<file path="src/rtl/dlg_pkg.sv">
// Package dlg_pkg
// Shared types for the lock-aware DMA request gate.
package dlg_pkg;

    // Session sequencer states
    typedef enum logic [1:0] {
        ST_IDLE  = 2'd0,  // no request outstanding
        ST_ASK   = 2'd1,  // request driven, waiting for grant
        ST_SESS  = 2'd2,  // bus granted, engine active
        ST_FORCE = 2'd3   // forced strobe pulse being driven
    } dlg_state_e;

endpackage

</file>
<file path="src/rtl/dlg_lock_guard.sv">
// Module dlg_lock_guard
// Counts consecutive edges at which bus lock was sampled low, saturating
// at GUARD. A launch is allowed only when lock is low now and the counter
// has reached GUARD.
// Assumes: bus_lock is synchronous to clk. The counter is zero after reset.
module dlg_lock_guard #(
    parameter int GUARD = 1
) (
    input  logic clk,
    input  logic rst_n,
    input  logic bus_lock,
    output logic launch_ok
);
    localparam int CW = $clog2(GUARD + 1) < 1 ? 1 : $clog2(GUARD + 1);
    localparam logic [CW-1:0] GUARD_V = CW'(GUARD);

    logic [CW-1:0] clean_cnt;

    // Track how many clean (unlocked) edges have passed since lock was last high
    always_ff @(posedge clk) begin
        if (!rst_n)
            clean_cnt <= '0;
        else if (bus_lock)
            clean_cnt <= '0;
        else if (clean_cnt != GUARD_V)
            clean_cnt <= clean_cnt + 1'b1;
    end

    // Launch permission: lock low now and enough clean history
    always_comb launch_ok = !bus_lock && (clean_cnt == GUARD_V);

endmodule

</file>
<file path="src/rtl/dlg_strobe_watch.sv">
// Module dlg_strobe_watch
// Remembers whether an address strobe has been seen in the current granted
// session. The output includes a strobe present in the current cycle.
// Assumes: clear_i and track_i are never high together.
module dlg_strobe_watch (
    input  logic clk,
    input  logic rst_n,
    input  logic clear_i,
    input  logic track_i,
    input  logic as_n,
    output logic seen_o
);
    logic seen_q;
    logic hit;

    // A strobe only counts while the session is being tracked
    always_comb hit = track_i && !as_n;

    // Sticky flag, cleared while a grant is awaited
    always_ff @(posedge clk) begin
        if (!rst_n || clear_i)
            seen_q <= 1'b0;
        else if (hit)
            seen_q <= 1'b1;
    end

    // Strobe seen so far, including this cycle
    always_comb seen_o = seen_q || hit;

endmodule

</file>
<file path="src/rtl/dlg_session_fsm.sv">
// Module dlg_session_fsm
// Sequences one DMA session: launch, wait for grant, run, optional forced
// strobe, release. Both outputs are registered and reset high.
// Assumes: launch_ok comes from the lock guard; seen comes from the strobe watch.
module dlg_session_fsm
    import dlg_pkg::*;
(
    input  logic       clk,
    input  logic       rst_n,
    input  logic       eng_req,
    input  logic       gnt_n,
    input  logic       launch_ok,
    input  logic       seen,
    output dlg_state_e state,
    output logic       req_n,
    output logic       force_as_n
);
    dlg_state_e state_q;

    // State and registered outputs
    always_ff @(posedge clk) begin
        if (!rst_n) begin
            state_q    <= ST_IDLE;
            req_n      <= 1'b1;
            force_as_n <= 1'b1;
        end else begin
            unique case (state_q)
                ST_IDLE: begin
                    if (eng_req && gnt_n && launch_ok) begin
                        state_q <= ST_ASK;
                        req_n   <= 1'b0;
                    end
                end
                ST_ASK: begin
                    if (!gnt_n)
                        state_q <= ST_SESS;
                end
                ST_SESS: begin
                    if (!eng_req) begin
                        if (seen) begin
                            state_q <= ST_IDLE;
                            req_n   <= 1'b1;
                        end else begin
                            state_q    <= ST_FORCE;
                            force_as_n <= 1'b0;
                        end
                    end
                end
                ST_FORCE: begin
                    state_q    <= ST_IDLE;
                    req_n      <= 1'b1;
                    force_as_n <= 1'b1;
                end
                default: state_q <= ST_IDLE;
            endcase
        end
    end

    // Expose the state to the strobe watch
    always_comb state = state_q;

endmodule

</file>
<file path="src/rtl/dma_lock_gate.sv">
// Module dma_lock_gate (top)
// Gates a DMA engine request toward the processor around bus-lock
// sequences, and makes sure each granted session carries a strobe.
// Assumes: all inputs are synchronous to clk; synchronous active-low reset.
module dma_lock_gate
    import dlg_pkg::*;
#(
    parameter int LOCK_GUARD = 1
) (
    input  logic clk,
    input  logic rst_n,
    input  logic eng_req,
    input  logic bus_lock,
    input  logic gnt_n,
    input  logic eng_as_n,
    output logic req_n,
    output logic force_as_n
);
    logic       launch_ok;
    logic       seen;
    dlg_state_e state;
    logic       in_ask;
    logic       in_sess;

    // Decode the phases the strobe watch cares about
    always_comb begin
        in_ask  = (state == ST_ASK);
        in_sess = (state == ST_SESS);
    end

    dlg_lock_guard #(.GUARD(LOCK_GUARD)) u_guard (
        .clk       (clk),
        .rst_n     (rst_n),
        .bus_lock  (bus_lock),
        .launch_ok (launch_ok)
    );

    dlg_strobe_watch u_watch (
        .clk     (clk),
        .rst_n   (rst_n),
        .clear_i (in_ask),
        .track_i (in_sess),
        .as_n    (eng_as_n),
        .seen_o  (seen)
    );

    dlg_session_fsm u_fsm (
        .clk        (clk),
        .rst_n      (rst_n),
        .eng_req    (eng_req),
        .gnt_n      (gnt_n),
        .launch_ok  (launch_ok),
        .seen       (seen),
        .state      (state),
        .req_n      (req_n),
        .force_as_n (force_as_n)
    );

endmodule

</file>
<file path="config.mk">
export PLATFORM = sky130hd
export DESIGN_NAME = dma_lock_gate
export DESIGN_NICKNAME = d
export VERILOG_FILES = /design/src/rtl/dlg_pkg.sv /design/src/rtl/dlg_lock_guard.sv /design/src/rtl/dlg_strobe_watch.sv /design/src/rtl/dlg_session_fsm.sv /design/src/rtl/dma_lock_gate.sv
export SDC_FILE = /design/constraint.sdc
export NUM_CORES = 1
export LEC_CHECK = 0
export BUFFER_PORTS_ARGS = -buffer_cell sky130_fd_sc_hd__buf_2
export CORE_AREA = 2 2 39 41
export CTS_BUF_LIST = sky130_fd_sc_hd__clkbuf_16
export DETAILED_ROUTE_END_ITERATION = 12
export DIE_AREA = 0 0 41 43
export GPL_ROUTABILITY_DRIVEN = 1
export PLACE_DENSITY_LB_ADDON = 0.12
export SETUP_SLACK_MARGIN = 0.5
export SLEW_MARGIN = 20
export SYNTH_ARGS = -nofsm -noshare
export SYNTH_HDL_FRONTEND = slang
export SYNTH_SLANG_ARGS = --single-unit
</file>
<file path="constraint.sdc">
create_clock -name clk -period 1.14 [get_ports clk]
set_input_delay 0.171 -clock clk [delete_from_list [all_inputs] [get_ports clk]]
set_output_delay 0.171 -clock clk [all_outputs]
set_load 0.1 [all_outputs]
</file>
==> results_dict.tcl <==
set metrics [dict create \
    status "finished with violations" \
    violations "setup timing" \
    std_cell_rows 14 \
    core_um2 1380 \
    syn_inst 29 \
    cp_max_fo 2 \
    cts.sinks 6 \
    drive_above_1_share 0.568 \
    antenna_found_initial 0 \
    fillers 132 \
    max_freq_ghz 0.855 \
    rsz0062_at_grt "true" \
    grt.total_usage 0.113 \
    path_class "reg -> reg" \
    startpoint_type "flip-flop" \
    seqPwrFrac 0.248 \
    skew_ns 0.00471 \
    start_util 0.193 \
    drv_cap 0 \
    first_pass_iters 3 \
    worstMarginPinSlew_ns 0.309 \
    fin_ws_ns -0.0292 \
    die_area_um2 1760 \
    synth_top_family_by_area "simple AND/OR/NAND/NOR gates" \
    synth_area_per_cell_um2 9.19 \
    wl_per_cell_um 13.0 \
    fin_area_um2 529 \
    synth.distinct_cells 17 \
    synthXorXnorAreaFrac 0 \
    die_w_um 41 \
    die_h_um 43 \
    cts_buffers 3 \
    fin_tns_setup_ns -0.0292 \
    synth_seq_cells 6 \
    insertion_delay_ns 0.23 \
    hold_violations 0 \
    p_total_w 0.000859 \
    wl_um 779 \
    antenna_cells 0 \
    period_minus_slack_ns 1.17 \
    worstPathBufferInverterCount 0 \
    intPower_w 0.000697 \
    layout.nets 51 \
    cellPowerDensity_nw_per_um2 1620 \
    grt_pass1_wl_um 1190 \
    clk_pin_slew_ns 0.04 \
    synth_fa_ha_area_frac 0 \
    leakagePower_nw 0.215 \
    grt_start_max_net_pins 8 \
    first_global_vias 272 \
    cts-root-buf "clkbuf_16" \
    avgViaCountPerCell 4.52 \
    dpl-instance-area_um2 370 \
    max-vdd-ir-drop_mv 0.596 \
    arrival_ns 1.30 \
    seq_area_frac_synth 0.451 \
    relSlewSlack 0.794 \
    h-tree-depth 1 \
    areaGrowthSynthToFinish_pct 98.6 \
    hpwl_um 466 \
    worstHoldPathType "in -> reg" \
    final_common_cell "buf_2" \
    slowest_stage "or3b_4" \
    setup_viol_count_final 1 \
    cts_tree "built" \
    drv_slew 0 \
    drt_iter0_markers 3 \
    io_pins 8 \
    synth_fp_nets 35 \
    port_buffers 7 \
    synth_compound_area_frac 0.183 \
    yosysWarningCount 0 \
    path_delay_family "simple AND/OR/NAND/NOR gates" \
    swShare 0.188 \
    critPathRequiredTime_ns 1.27 \
    p_sw_w 0.000162 \
    muxShareOfSynthArea 0.0376 \
    yosys.area_share.simple 0.315 \
    clk_path_buf_depth 2 \
    finalCritPeriodShare 1.03 \
    drc 0 \
    combPwrFrac 0.076 \
    num_vias 271 \
    antenna_left 0 \
    syn-cell-area_um2 267 \
    routabilityCongestion 0.759 \
    overflow 0 \
    cts_hold_buf 0 \
    cpPeakStageDelay_ns 0.39 \
    cp-end-kind "flip-flop" \
    p_clk_frac 0.675 \
    pre_cts_slack_ns -0.0500 \
    crit_chain "nor2b_4 -> or3b_4 -> a221oi_2" \
]
-- worst register-to-register path, cell delays in order (launching register included) --
cell and delay [ns]:
dfxtp_4 0.34, nor2b_4 0.11, or3b_4 0.39, a221oi_2 0.24
-- layout make-up --
type                       count  area, um2  area share
inverter                       1       3.75     0.00709
timing repair buffer          11       98.8       0.187
multi-input combinational     22        196       0.371
sequential                     6        131       0.248
clock inverter                 1       3.75     0.00709
tap                           16       20.0      0.0378
clock buffer                   3       75.1       0.142
-- registers in the layout (all words and copies together), names as in the netlist --
signal and count:
u_fsm.state 2, u_fsm.force_as_n 1, u_fsm.req_n 1, u_guard.clean_cnt 1
u_watch.seen_q 1
-- power by group through the flow --
stage	Sequential (W)	Combinational [W]	Clock (W)
2_1_floorplan	0.000224	0.0000161	0
3_3_place_gp	0.000218	0.0000441	0
3_5_place_dp	0.000218	0.0000439	0
4_1_cts	0.000213	0.0000624	0.000588
5_1_grt	0.000214	0.0000706	0.000596
6_report	0.000213	0.0000656	0.000580
-- worst paths after layout --
check / startpoint / end / slack, ns / depth (start not counted)
min reg2reg: u_watch.seen_q$_SDFFE_PP0P_ / u_watch.seen_q$_SDFFE_PP0P_ / 0.51 / 2
max: u_fsm.state[1]$_SDFFE_PN0P_ / u_fsm.state[0]$_SDFFE_PN0P_ / -0.03 / 3
max reg2reg: u_fsm.state[1]$_SDFFE_PN0P_ / u_fsm.state[0]$_SDFFE_PN0P_ / -0.03 / 3
min: bus_lock / u_guard.clean_cnt$_SDFF_PP0_ / 0.17 / 2
-- cells in the mapped netlist --
cell type | count | share of area
nand2b_1 | 2 | 0.047
nor4b_1 | 1 | 0.033
o21ai_0 | 2 | 0.038
dfxtp_1 | 6 | 0.45
mux2i_1 | 1 | 0.038
a21oi_1 | 1 | 0.019
a221oi_1 | 2 | 0.066
nand3_1 | 1 | 0.019
nand2_1 | 2 | 0.028
inv_1 | 1 | 0.014
nor2b_1 | 1 | 0.023
or2b_1 | 2 | 0.056
or3b_1 | 1 | 0.033
o21a_1 | 1 | 0.028
nor2_1 | 3 | 0.042
a2bb2oi_1 | 1 | 0.033
nor2b_2 | 1 | 0.033
-- layer usage --
layer	GRT usage	wire length [um]	up-vias
met5	0	0	-
met4	0.100	29	0
met3	0.0471	39	5
met2	0.163	388	8
met1	0.117	321	124
li1	-	-	134
-- kinds of logic (layout without fill, tap and decap cells) --
logic type | count (synthesis) | count (layout)
DFF | 6 | 6
buffers and inverters | 1 | 16
and+or+nand+nor | 14 | 14
AOI/OAI and AO/OA | 7 | 7
muxes | 1 | 1
-- what timing repair did --
item | in CTS | in global routing
gates cloned | 0 | 0
gates resized for setup | 10 | 2
setup buffers | 4 | 0
pin swaps | 2 | 2
endpoints found under the setup margin | 7 | 7
hold endpoints to repair | 0 | 0
-- per-stage QoR --
stage	hold slack, ns	util	std cells
final	0.165	0.382	60
after global placement	0.364	0.268	52
after floorplan	0.242	-	29
after detailed placement	0.364	0.268	52
after global routing	0.180	0.382	60
after CTS	0.167	0.376	60
Note: power is estimated with default switching activity, not from simulation.
